--- src/rtl/cdt_pkg.sv ---
`timescale 1ns/1ps
package cdt_pkg;
  localparam int unsigned BUS_W = 32;

  // Control bit positions; software depends on these.
  localparam int unsigned CTRL_RUN_BIT  = 7;
  localparam int unsigned CTRL_PER_BIT  = 6;
  localparam int unsigned CTRL_FAST_BIT = 3;

  typedef enum logic [1:0] {
    REG_LOAD  = 2'd0,
    REG_VALUE = 2'd1,
    REG_CTRL  = 2'd2,
    REG_CLEAR = 2'd3
  } reg_sel_e;

  typedef struct packed {
    logic run;
    logic periodic;
    logic fast;
  } ctrl_t;
endpackage

--- src/rtl/cdt_regs.sv ---
`timescale 1ns/1ps
module cdt_regs
  import cdt_pkg::*;
#(
  parameter int unsigned CNT_W = 32
) (
  input  logic             clk,
  input  logic             rst_n,
  input  logic             bus_en,
  input  logic             bus_we,
  input  logic [1:0]       bus_addr,
  input  logic [BUS_W-1:0] bus_wdata,
  input  logic [CNT_W-1:0] count,
  output logic [BUS_W-1:0] bus_rdata,
  output ctrl_t            ctrl,
  output logic [CNT_W-1:0] load_q,
  output logic [CNT_W-1:0] load_val,
  output logic             load_wr,
  output logic             clr_wr
);
  reg_sel_e         sel;
  logic             wr_stb;
  logic             rd_stb;
  logic             ctrl_wr;
  logic [BUS_W-1:0] load_ext;
  logic [BUS_W-1:0] count_ext;
  logic [BUS_W-1:0] ctrl_word;
  logic             unused_wbits;

  assign sel      = reg_sel_e'(bus_addr);
  assign wr_stb   = bus_en & bus_we;
  assign rd_stb   = bus_en & ~bus_we;
  assign load_wr  = wr_stb && (sel == REG_LOAD);
  assign ctrl_wr  = wr_stb && (sel == REG_CTRL);
  assign clr_wr   = wr_stb && (sel == REG_CLEAR);
  assign load_val = bus_wdata[CNT_W-1:0];
  assign unused_wbits = ^bus_wdata;

  always_ff @(posedge clk) begin
    if (!rst_n) begin
      ctrl   <= '0;
      load_q <= '0;
    end else begin
      if (ctrl_wr) begin
        ctrl.run      <= bus_wdata[CTRL_RUN_BIT];
        ctrl.periodic <= bus_wdata[CTRL_PER_BIT];
        ctrl.fast     <= bus_wdata[CTRL_FAST_BIT];
      end
      if (load_wr) load_q <= load_val;
    end
  end

  // Zero extension of narrow channels onto the bus word.
  generate
    if (CNT_W < BUS_W) begin : g_narrow
      assign load_ext  = {{(BUS_W-CNT_W){1'b0}}, load_q};
      assign count_ext = {{(BUS_W-CNT_W){1'b0}}, count};

      AST_RD_UPPER_ZERO: assert property (@(posedge clk) disable iff (!rst_n)
        (rd_stb && (sel == REG_LOAD || sel == REG_VALUE)) |-> (bus_rdata[BUS_W-1:CNT_W] == '0));
    end else begin : g_full
      assign load_ext  = load_q;
      assign count_ext = count;
    end
  endgenerate

  always_comb begin
    ctrl_word                = '0;
    ctrl_word[CTRL_RUN_BIT]  = ctrl.run;
    ctrl_word[CTRL_PER_BIT]  = ctrl.periodic;
    ctrl_word[CTRL_FAST_BIT] = ctrl.fast;
  end

  always_comb begin
    bus_rdata = '0;
    if (rd_stb) begin
      unique case (sel)
        REG_LOAD:  bus_rdata = load_ext;
        REG_VALUE: bus_rdata = count_ext;
        REG_CTRL:  bus_rdata = ctrl_word;
        REG_CLEAR: bus_rdata = '0;
        default:   bus_rdata = '0;
      endcase
    end
  end

  AST_CTRL_RESERVED: assert property (@(posedge clk) disable iff (!rst_n)
    (rd_stb && sel == REG_CTRL) |-> ((bus_rdata & ~32'h0000_00C8) == '0));
  AST_CLEAR_READS_ZERO: assert property (@(posedge clk) disable iff (!rst_n)
    (rd_stb && sel == REG_CLEAR) |-> (bus_rdata == '0));
  AST_LOAD_HELD: assert property (@(posedge clk) disable iff (!rst_n)
    !load_wr |=> $stable(load_q));
endmodule

--- src/rtl/cdt_counter.sv ---
`timescale 1ns/1ps
module cdt_counter
  import cdt_pkg::*;
#(
  parameter int unsigned CNT_W = 32
) (
  input  logic             clk,
  input  logic             rst_n,
  input  ctrl_t            ctrl,
  input  logic             tick_fast,
  input  logic             tick_slow,
  input  logic             load_wr,
  input  logic [CNT_W-1:0] load_val,
  input  logic [CNT_W-1:0] load_q,
  output logic [CNT_W-1:0] count,
  output logic             underflow
);
  localparam logic [CNT_W-1:0] CNT_MAX = {CNT_W{1'b1}};

  logic tick_sel;
  logic step;
  logic at_zero;

  assign tick_sel  = ctrl.fast ? tick_fast : tick_slow;
  assign step      = ctrl.run & tick_sel & ~load_wr;
  assign at_zero   = (count == '0);
  assign underflow = step & at_zero;

  always_ff @(posedge clk) begin
    if (!rst_n) begin
      count <= '0;
    end else if (load_wr) begin
      count <= load_val;
    end else if (step) begin
      if (at_zero) count <= ctrl.periodic ? load_q : CNT_MAX;
      else         count <= count - 1'b1;
    end
  end

  AST_LOAD_TAKES_COUNT: assert property (@(posedge clk) disable iff (!rst_n)
    load_wr |=> (count == $past(load_val)));
  AST_STEP_DOWN: assert property (@(posedge clk) disable iff (!rst_n)
    (ctrl.run && tick_sel && !load_wr && count != '0) |=> (count == $past(count) - 1'b1));
  AST_IDLE_HOLD: assert property (@(posedge clk) disable iff (!rst_n)
    (!ctrl.run && !load_wr) |=> $stable(count));
  AST_RELOAD: assert property (@(posedge clk) disable iff (!rst_n)
    (underflow && ctrl.periodic) |=> (count == $past(load_q)));
  AST_WRAP: assert property (@(posedge clk) disable iff (!rst_n)
    (underflow && !ctrl.periodic) |=> (count == CNT_MAX));
  AST_LOAD_WINS: assert property (@(posedge clk) disable iff (!rst_n)
    load_wr |-> !underflow);
endmodule

--- src/rtl/cdt_irq.sv ---
`timescale 1ns/1ps
module cdt_irq (
  input  logic clk,
  input  logic rst_n,
  input  logic underflow,
  input  logic clr_wr,
  output logic irq
);
  always_ff @(posedge clk) begin
    if (!rst_n)         irq <= 1'b0;
    else if (underflow) irq <= 1'b1;
    else if (clr_wr)    irq <= 1'b0;
  end

  AST_IRQ_SET: assert property (@(posedge clk) disable iff (!rst_n)
    underflow |=> irq);
  AST_IRQ_STICKY: assert property (@(posedge clk) disable iff (!rst_n)
    (irq && !clr_wr) |=> irq);
  AST_IRQ_CLEAR: assert property (@(posedge clk) disable iff (!rst_n)
    (clr_wr && !underflow) |=> !irq);
  AST_IRQ_NO_SPURIOUS: assert property (@(posedge clk) disable iff (!rst_n)
    (!irq && !underflow) |=> !irq);
endmodule

--- src/rtl/cdt_channel.sv ---
`timescale 1ns/1ps
module cdt_channel
  import cdt_pkg::*;
#(
  parameter int unsigned CNT_W = 32
) (
  input  logic        clk,
  input  logic        rst_n,
  input  logic        bus_en,
  input  logic        bus_we,
  input  logic [1:0]  bus_addr,
  input  logic [31:0] bus_wdata,
  output logic [31:0] bus_rdata,
  input  logic        tick_fast,
  input  logic        tick_slow,
  output logic        irq
);
  ctrl_t            ctrl;
  logic [CNT_W-1:0] load_q;
  logic [CNT_W-1:0] load_val;
  logic [CNT_W-1:0] count;
  logic             load_wr;
  logic             clr_wr;
  logic             underflow;

  cdt_regs #(.CNT_W(CNT_W)) u_regs (
    .clk       (clk),
    .rst_n     (rst_n),
    .bus_en    (bus_en),
    .bus_we    (bus_we),
    .bus_addr  (bus_addr),
    .bus_wdata (bus_wdata),
    .count     (count),
    .bus_rdata (bus_rdata),
    .ctrl      (ctrl),
    .load_q    (load_q),
    .load_val  (load_val),
    .load_wr   (load_wr),
    .clr_wr    (clr_wr)
  );

  cdt_counter #(.CNT_W(CNT_W)) u_counter (
    .clk       (clk),
    .rst_n     (rst_n),
    .ctrl      (ctrl),
    .tick_fast (tick_fast),
    .tick_slow (tick_slow),
    .load_wr   (load_wr),
    .load_val  (load_val),
    .load_q    (load_q),
    .count     (count),
    .underflow (underflow)
  );

  cdt_irq u_irq (
    .clk       (clk),
    .rst_n     (rst_n),
    .underflow (underflow),
    .clr_wr    (clr_wr),
    .irq       (irq)
  );

  AST_VALUE_WRITE_IGNORED: assert property (@(posedge clk) disable iff (!rst_n)
    (bus_en && bus_we && bus_addr == 2'd1 && !ctrl.run) |=> $stable(count));
endmodule

--- config.mk ---
export PLATFORM = sky130hd
export DESIGN_NAME = cdt_channel
export DESIGN_NICKNAME = d
export VERILOG_FILES = /design/src/rtl/cdt_pkg.sv /design/src/rtl/cdt_regs.sv /design/src/rtl/cdt_counter.sv /design/src/rtl/cdt_irq.sv /design/src/rtl/cdt_channel.sv
export SDC_FILE = /design/constraint.sdc
export NUM_CORES = 1
export LEC_CHECK = 0
export ABC_AREA = 1
export BUFFER_PORTS_ARGS = -buffer_cell sky130_fd_sc_hd__clkbuf_2
export CORE_ASPECT_RATIO = 2
export CORE_MARGIN = 2
export CORE_UTILIZATION = 59
export CTS_BUF_LIST = sky130_fd_sc_hd__clkbuf_16
export DETAILED_ROUTE_END_ITERATION = 7
export GPL_TIMING_DRIVEN = 0
export PLACE_DENSITY = 0.84
export SLEW_MARGIN = 10
export SYNTH_ARGS = -nofsm -noshare
export SYNTH_HDL_FRONTEND = slang
export SYNTH_HIERARCHICAL = 1
export SYNTH_SLANG_ARGS = --single-unit
--- constraint.sdc ---
create_clock -name clk -period 2.4 [get_ports clk]
set_input_delay 0.12 -clock clk [delete_from_list [all_inputs] [get_ports clk]]
set_output_delay 0.12 -clock clk [all_outputs]
set_load 0.03 [all_outputs]
==> results_dict.tcl, run 1 <==
set metrics [dict create \
    path_clk_slew_ns 0.05 \
    cp_num_buf_inv 5 \
    max_stage_delay_ns 0.69 \
    cts_buffers 9 \
    maxCapViolations 0 \
    fin_skew_ns 0.00751 \
    ir_worst_vdd_mv 0.491 \
    p_leak_nw 2.86 \
    drc 0 \
    die_h_um 136 \
    relSlewSlack 0.424 \
    synth-seq-cells 68 \
    rsz0062_at_grt "no" \
    max_slew.worst_pin.slew_ns 0.860 \
    ant_nets 0 \
    fin_area_um2 5880 \
    area_growth_syn_to_layout_pct 14.4 \
    path_cells "clkbuf_2 > inv_2 > nand2_1 > nor2_4 > buf_2 > clkbuf_4 > nor2_1 > clkbuf_1 > nand3_1 > a21oi_1" \
    post_dp_cell_area_um2 5620 \
    cts_buffer_depth 2 \
    crit_slowest_cell "nor2_1" \
    die_width_um 70.0 \
    post-route-min-period_ns 2.29 \
    ctsHoldBuffers 0 \
    clock_sink_count 68 \
    cts_root_buffer "clkbuf_16" \
    synthCells 884 \
    setup_violations 0 \
    ys_seq_area_frac 0.265 \
    first_iter_violations 422 \
    die_area_um2 9520 \
    grt_usage 0.375 \
    synth_nets 926 \
    drive_above_1_share 0.175 \
    antenna_cells 0 \
    cts_setup_buffers 0 \
    hold_class "in2reg" \
    ff2ff_path_depth 6 \
    slew_violations 0 \
    start_util 0.603 \
    post-dp-hpwl_um 13200 \
    hold_ws_ns 0.0387 \
    grt_pass1_vias 5631 \
    clkLatencyLatePin_ns 0.34 \
    crit_arrival_ns 2.54 \
    fin_util 0.689 \
    ios 73 \
    min_delay_path_depth 3 \
    powerDensity_nw_per_um2 609 \
    dr_total_vias 5922 \
    antenna_found_initial 0 \
    ys_warn_count 6 \
    dr.pass1.iters 5 \
    avgSynthCellArea_um2 5.81 \
    via_per_inst 5.54 \
    wire_per_inst_um 16.4 \
    final.fill_count 858 \
    path_max_fanout 10 \
    gp_congestion 1.04 \
    path_delay_family "buffers and inverters" \
    grt_overflow_total 0 \
    required_ns 2.65 \
    finalCritPeriodShare 0.955 \
    core-area_um2 8530 \
    crit_path_end_kind "flop" \
    status "finished clean" \
    cp-start-kind "primary input" \
    io_buffer_count 71 \
    final_hold_viol_count 0 \
    nets 1008 \
    grt_max_degree 11 \
    critPathKind "in2reg" \
    fmax_ghz 0.436 \
    ctsResizeCount 1 \
    cp.depth 10 \
    synth.distinct_cells 35 \
    grt_pass1_wl_um 27600 \
    rows 48 \
    htree_levels 3 \
    drt-total-wl_um 17500 \
    syn_area_um2 5140 \
    cts_tree "built" \
]
cell usage in the layout, fill, tap and decap left out, types with 5 or more instances in the layout:
cell / Yosys / final
dfxtp_1: 68 / 68
nand2_1: 220 / 220
clkbuf_16: 0 / 9
a21oi_1: 65 / 65
clkbuf_2: 0 / 71
nand2_2: 5 / 5
inv_1: 111 / 113
nor2_4: 5 / 6
nand3_1: 86 / 86
clkbuf_1: 23 / 22
a21oi_2: 5 / 5
o21ai_0: 38 / 38
o221ai_1: 6 / 6
nor2_2: 13 / 12
xor2_1: 9 / 9
buf_4: 34 / 34
nor2_1: 148 / 148
buf_2: 11 / 10
registers in the layout (all words and copies together), names as in the netlist:
register,count
u_irq/irq,1
u_regs/ctrl,3
u_regs/load_q,32
u_counter/count,32
metal layers:
layer / vias up / GRT usage / share of wire
li1: 2883 / - / -
met1: 2632 / 0.401 / 0.35
met2: 311 / 0.668 / 0.51
met3: 96 / 0.0630 / 0.067
met4: 0 / 0.243 / 0.067
met5: - / 0 / 0
where the power goes:
group | switching, mW | leakage, nW | total, mW | internal (mW)
Combinational | 0.782 | 2.18 | 1.19 | 0.403
Sequential | 0.0623 | 0.553 | 1.24 | 1.18
Clock | 0.483 | 0.127 | 1.16 | 0.674
synth_stat cells (all sizes together):
| master | count | share of area |
|---|---|---|
| o221ai | 6 | 0.010 |
| a31oi | 1 | 0.0012 |
| xor2 | 9 | 0.015 |
| ha | 2 | 0.0049 |
| o21ai | 42 | 0.041 |
| a21oi | 70 | 0.072 |
| nand4 | 3 | 0.0037 |
| bufinv | 1 | 0.0034 |
| nor3 | 2 | 0.0019 |
| clkbuf | 23 | 0.017 |
| nand2 | 227 | 0.17 |
| nor2 | 167 | 0.14 |
| nand3b | 2 | 0.0029 |
| buf | 48 | 0.067 |
| inv | 115 | 0.084 |
| o211ai | 1 | 0.0015 |
| o21bai | 1 | 0.0015 |
| o21a | 1 | 0.0015 |
| nand3 | 86 | 0.084 |
| or2 | 4 | 0.0049 |
| xnor2 | 4 | 0.0068 |
| clkinv | 1 | 0.00073 |
| dfxtp | 68 | 0.26 |
logic make-up after synthesis:
group | synth area share
DFF | 0.265
buffers and inverters | 0.172
xor gates and xnor gates | 0.0222
AOI/OAI and AO/OA | 0.129
adders and majority gates | 0.00487
and+or+nand+nor | 0.407
final timing paths:
path,to,slack (ns),start
max,u_counter/count[24]$_SDFFE_PN0P_,0.11,bus_addr[0]
min,u_irq/irq$_SDFFE_PN0P_,0.04,rst_n
max reg2reg,u_counter/count[24]$_SDFFE_PN0P_,0.14,u_regs/ctrl[0]$_SDFFE_PN0P_
min reg2reg,u_irq/irq$_SDFFE_PN0P_,0.47,u_irq/irq$_SDFFE_PN0P_
worst reg2reg max path: stages, from the launching register on:
cell and delay (ns):
dfxtp_1 0.40, o21a_1 0.13, o21ai_1 0.10, nor2_1 0.67
clkbuf_1 0.56, nand3_1 0.14, a21oi_1 0.17
per-stage QoR:
stage	instances	TNS, ns	total power, mW	setup WS (ns)
4_1_cts	1069	0	3.55	0.0900
2_1_floorplan	884	0	2.09	0.530
6_report	1069	0	3.58	0.108
5_1_grt	1069	0	3.76	0.0390
3_5_place_dp	1055	-6.01	2.40	-0.474
3_3_place_gp	1055	-5.65	2.39	-0.464
final cells by class:
cell class              count  area, µm²  area share
clock inverters             5       23.8     0.00404
multi-input cells         628       2900       0.493
well taps                 100        125      0.0213
plain buffers              71        437      0.0743
flip-flops and latches     68       1360       0.232
repair buffers             71        355      0.0604
clock buffers               9        225      0.0383
inverters                 117        455      0.0775
Note: power is estimated with default switching activity, not from simulation.
==> inputs of run 2 (changes only) <==
==> constraint.sdc (replaced) <==
create_clock -name clk -period 2.4 [get_ports clk]
set_input_delay 0.24 -clock clk [delete_from_list [all_inputs] [get_ports clk]]
set_output_delay 0.24 -clock clk [all_outputs]
set_load 0.03 [all_outputs]
==> run 2 against run 1 <==
Effect of this change:
- hold slack better by 0.12 ns
- critical path depth up 4
- via count unchanged
- worst setup slack better by 0.067 ns
- utilization up 0.088 points
- sequential share of layout area about the same
- final cell count unchanged
- largest power group unchanged
- total power up 0.14%
- first-iteration DRC count up 18%
- global-route usage unchanged
- cell area up 0.13%
- flip-flop and latch count unchanged
==> results_dict.tcl, run 2 (same netlist as run 1, synthesis figures left out) <==
set metrics [dict create \
    crit_path_end_kind "flop" \
    dr.pass1.iters 7 \
    met1Wirelength_um 6170 \
    gp_congestion 1.04 \
    path_cells "clkbuf_2 > inv_2 > nand2_1 > nor2_4 > clkbuf_4 > clkbuf_4 > inv_1 > nand2_1 > clkbuf_4 > inv_1 > buf_2 > nor2_1 > nand2_1 > a21oi_1" \
    layout_commonest_cell "nand2_1" \
    via_per_inst 5.54 \
    maxCapViolations 0 \
    grt_pass1_vias 5626 \
    die_width_um 70.0 \
    cts_buffer_depth 2 \
    drt-total-wl_um 17600 \
    relSlewSlack 0.524 \
    hold_class "in2reg" \
    ios 73 \
    p_leak_nw 2.86 \
    io_buffer_count 71 \
    path_delay_family "buffers and inverters" \
    switching_share 0.371 \
    htree_levels 3 \
    layout.cells.non_filler 1069 \
    cts_tree "built" \
    placedCellCount 1055 \
    r2r-end "u_counter/count[30]$_SDFFE_PN0P_" \
    status "finished clean" \
    route.met2.wl_um 9010 \
    top_layer_used "met4" \
    max_slew.worst_pin.slew_ns 0.714 \
    top_regs "u_counter/count: 32 flops, u_regs/load_q: 32 flops, u_regs/ctrl: 3 flops" \
    wire_per_inst_um 16.5 \
    clockPowerShare 0.322 \
    rows 48 \
    final_hold_viol_count 0 \
    grt_max_degree 11 \
    wl_met3_um 1260 \
    critPathKind "in2reg" \
    slew_violations 0 \
    crit_slowest_cell "clkbuf_4" \
    clock_sink_count 68 \
    cts_setup_buffers 0 \
    path_max_fanout 10 \
    rsz0062_at_grt "no" \
    drive_above_1_share 0.176 \
    start_util 0.603 \
    cts_buffers 9 \
    post_dp_cell_area_um2 5620 \
    tns_ns 0 \
    fmax_ghz 0.449 \
    fin_area_um2 5890 \
    clkLatencyLatePin_ns 0.34 \
    rrSetupSlack_ns 0.32 \
    grt_usage 0.375 \
    antenna_cells 0 \
    max_stage_delay_ns 0.25 \
    area_growth_syn_to_layout_pct 14.6 \
    dr_total_vias 5922 \
    comb_power_share 0.332 \
    crit_arrival_ns 2.48 \
    die_area_um2 9520 \
    ir_worst_vdd_mv 0.489 \
    pwr-share-seq 0.346 \
    cts_root_buffer "clkbuf_16" \
    layout_common_cells "220 x nand2_1, 147 x nor2_1, 113 x inv_1, 86 x nand3_1, 71 x clkbuf_2" \
    fin_skew_ns 0.00810 \
    hp-start "rst_n" \
    antenna_found_initial 0 \
    grt_overflow_total 0 \
    cp-start-kind "primary input" \
    grt_pass1_wl_um 27700 \
    nets 1008 \
    die_h_um 136 \
    core-area_um2 8530 \
    cp_num_buf_inv 8 \
    finalCritPeriodShare 0.927 \
    power.internal_mw 2.25 \
    post-route-min-period_ns 2.23 \
    powerDensity_nw_per_um2 609 \
    power.switching_mw 1.33 \
    post-dp-hpwl_um 13200 \
    ant_nets 0 \
    ff2ff_path_depth 10 \
    whs_endpoint "u_irq/irq$_SDFFE_PN0P_" \
    r2r_start "u_counter/count[0]$_SDFFE_PN0P_" \
    drc 0 \
    min_delay_path_depth 3 \
    required_ns 2.66 \
    first_iter_violations 496 \
    setup_violations 0 \
    path_clk_slew_ns 0.05 \
]
-- run 2: cell types whose count changed in the layout (fill, tap and decap cells not counted), sizes merged --
| cell | previous run | this run |
|---|---|---|
| clkbuf | 104 | 106 |
| buf | 47 | 45 |
-- run 2: worst max-delay path by stage --
stage                            from                                to  slack (ns)  cells after the start
after detailed placement  bus_addr[0]  u_counter/count[16]$_SDFFE_PN0P_       -0.59                     12
after CTS                 bus_addr[0]  u_counter/count[16]$_SDFFE_PN0P_        0.08                     12
after global routing      bus_addr[0]   u_counter/count[2]$_SDFFE_PN0P_        0.02                     14
after global placement    bus_addr[0]  u_counter/count[16]$_SDFFE_PN0P_       -0.58                     12
final                     bus_addr[0]  u_counter/count[21]$_SDFFE_PN0P_        0.17                     14
after floorplan           bus_addr[1]  u_counter/count[16]$_SDFFE_PN0P_        0.41                     12
-- run 2: metrics by stage --
stage | hold slack (ns) | util | setup WS [ns] | power [mW]
finish | 0.157 | 0.690 | 0.175 | 3.59
global route | 0.172 | 0.690 | 0.0171 | 3.76
CTS | 0.148 | 0.689 | 0.0755 | 3.56
detailed placement | 0.460 | 0.659 | -0.594 | 2.40
global placement | 0.465 | 0.659 | -0.584 | 2.39
floorplan | 0.362 | - | 0.410 | 2.09
-- run 2: cell type report --
type | count | area (µm²)
Inverter | 117 | 455
Buffer | 71 | 442
Multi-Input combinational cell | 628 | 2900
Fill cell | 859 | 2640
Clock inverter | 5 | 23.8
Clock buffer | 9 | 225
Timing Repair Buffer | 71 | 355
Sequential cell | 68 | 1360
Tap cell | 100 | 125
-- run 2: power by group through the flow --
stage	Sequential (mW)	Clock, mW	Combinational, mW
floorplan	1.24	0	0.844
global placement	1.26	0	1.13
detailed placement	1.26	0	1.14
CTS	1.24	1.17	1.15
global route	1.25	1.21	1.30
finish	1.24	1.15	1.19
-- run 2: routing by layer --
metal  vias to the layer above  GRT usage
li1                       2885          -
met2                       312      0.668
met5                         -          0
met4                         0      0.243
met1                      2632      0.402
met3                        93     0.0630
-- run 2: what timing repair did --
item	in CTS	in global routing
endpoints found under the hold margin	0	0
setup endpoints to repair	10	22
gates resized for setup	2	6
hold buffers	0	0
-- run 2: worst reg2reg max path, stage by stage (launching register included) --
cell	delay [ns]
dfxtp_1	0.33
inv_1	0.13
ha_1	0.29
inv_1	0.09
nor2_1	0.30
nand2_1	0.15
nor2_1	0.22
nand2_1	0.14
xor2_1	0.15
nand2_1	0.08
a21oi_1	0.12
==> inputs of run 3 (changes only) <==
- CORE_UTILIZATION: 59 -> 53
- PLACE_DENSITY: 0.84 -> 0.77
==> run 3 against run 2 <==
Effect of this change:
- hold slack improved by 0.012 ns
- global-route usage fell by 3.1 points
- sequential power barely moved
- sequential share of layout area fell by 0.23 points
- critical endpoint is now u_counter/count[5]$_SDFFE_PN0P_
- register-to-register slack got worse by 0.04 ns
- flip-flop and latch count did not move
- largest power group is now clock
- critical path type unchanged
- total power rose by 6.6%
==> results_dict.tcl, run 3 (same netlist as run 1, synthesis figures left out) <==
set metrics [dict create \
    status "finished clean" \
    drt-total-wl_um 17700 \
    rsz0062_at_grt "no" \
    antenna_found_initial 0 \
    placedCellCount 1059 \
    slew_violations 0 \
    cts_buffers 9 \
    worst_path_most_repeated_cell "clkbuf_4" \
    clock_sink_count 68 \
    grt_pass1_vias 5498 \
    layout_common_cells "220 x nand2_1, 148 x nor2_1, 111 x inv_1, 86 x nand3_1, 72 x clkbuf_2" \
    post-route-min-period_ns 2.26 \
    total_power_mw 3.82 \
    via_per_inst 5.45 \
    clkLatencyLatePin_ns 0.34 \
    dr_total_vias 5858 \
    post-dp-hpwl_um 13500 \
    hold_class "in2reg" \
    final_hold_viol_count 0 \
    area_growth_syn_to_layout_pct 15.7 \
    crit_path_end_kind "flop" \
    rows 50 \
    fin_skew_ns 0.00727 \
    grt_usage 0.343 \
    max_stage_delay_ns 0.25 \
    powerDensity_nw_per_um2 643 \
    fin_util 0.634 \
    drive_above_1_share 0.178 \
    dr.pass1.iters 7 \
    critPathKind "in2reg" \
    die_area_um2 10500 \
    layout.cells.non_filler 1074 \
    grt_max_degree 12 \
    path_max_fanout 10 \
    cts_root_buffer "clkbuf_16" \
    core-area_um2 9380 \
    grt_overflow_total 0 \
    first_iter_violations 431 \
    max_slew.worst_pin.slew_ns 0.701 \
    cts_setup_buffers 0 \
    cp-start-kind "primary input" \
    die_h_um 143 \
    fmax_ghz 0.442 \
    cts_tree "built" \
    critPathLaunch "bus_addr[0]" \
    grt_pass1_wl_um 27000 \
    maxCapViolations 0 \
    wire_per_inst_um 16.5 \
    dp_slack_ns -0.671 \
    hp-start "rst_n" \
    gp_congestion 0.991 \
    crit_slowest_cell "clkbuf_4" \
    cts_buffer_depth 2 \
    layout_commonest_cell "nand2_1" \
    setup_violations 0 \
    required_ns 2.61 \
    relSlewSlack 0.531 \
    ios 73 \
    nets 1008 \
    die_width_um 73.6 \
    htree_levels 3 \
    path_cells "clkbuf_2 > inv_2 > nand2_1 > nor2_4 > clkbuf_4 > clkbuf_4 > inv_1 > nand2_1 > clkbuf_4 > inv_1 > buf_2 > a21oi_1 > a21oi_1" \
    ant_nets 0 \
    r2r_start "u_counter/count[0]$_SDFFE_PN0P_" \
    antenna_cells 0 \
    drc 0 \
    p_leak_nw 2.89 \
    start_util 0.548 \
    path_clk_slew_ns 0.05 \
    crit_arrival_ns 2.47 \
    ir_worst_vdd_mv 0.400 \
    worst_slack_ns 0.136 \
    tns_ns 0 \
    finalCritPeriodShare 0.943 \
    io_buffer_count 71 \
    top_regs "u_counter/count: 32 flops, u_regs/load_q: 32 flops, u_regs/ctrl: 3 flops" \
]
-- run 3: worst max-delay path, delay by kind of cell --
family	cells	cell delay (ns)
AND/OR/NAND/NOR	3	0.42
buffers and inverters	8	1.50
AO/OA/AOI/OAI	2	0.30
-- run 3: layout make-up --
class	count	area (µm²)
flip-flops and latches	68	1360
well taps	104	130
plain buffers	71	443
clock inverters	6	80.1
clock buffers	9	225
multi-input cells	628	2900
repair buffers	71	355
fillers	1001	3440
inverters	117	455
-- run 3: repair_timing --
item | in CTS | in global routing
gates resized for setup | 3 | 5
endpoints found under the setup margin | 13 | 19
hold buffers | 0 | 0
-- run 3: worst paths after layout --
path	cells after the start	slack (ns)	end
max	13	0.14	u_counter/count[5]$_SDFFE_PN0P_
min	3	0.17	u_irq/irq$_SDFFE_PN0P_
max reg2reg	11	0.28	u_counter/count[12]$_SDFFE_PN0P_
min reg2reg	2	0.48	u_irq/irq$_SDFFE_PN0P_
-- run 3: metrics by stage --
stage	instance area [µm²]	hold slack (ns)
4_1_cts	5940	0.164
3_3_place_gp	5620	0.468
6_report	5950	0.169
3_5_place_dp	5620	0.464
5_1_grt	5950	0.174
2_1_floorplan	5140	0.362
-- run 3: power by group --
part | switching (mW) | leakage [nW] | internal (mW)
Clock | 0.509 | 0.146 | 0.895
Combinational | 0.777 | 2.19 | 0.404
Sequential | 0.0613 | 0.553 | 1.18
-- run 3: metal layers --
layer / global-route usage / part of all wire / up-vias
li1: - / - / 2892
met1: 0.359 / 0.36 / 2630
met2: 0.627 / 0.52 / 263
met3: 0.0508 / 0.060 / 73
met4: 0.190 / 0.053 / 0
met5: 0 / 0 / -
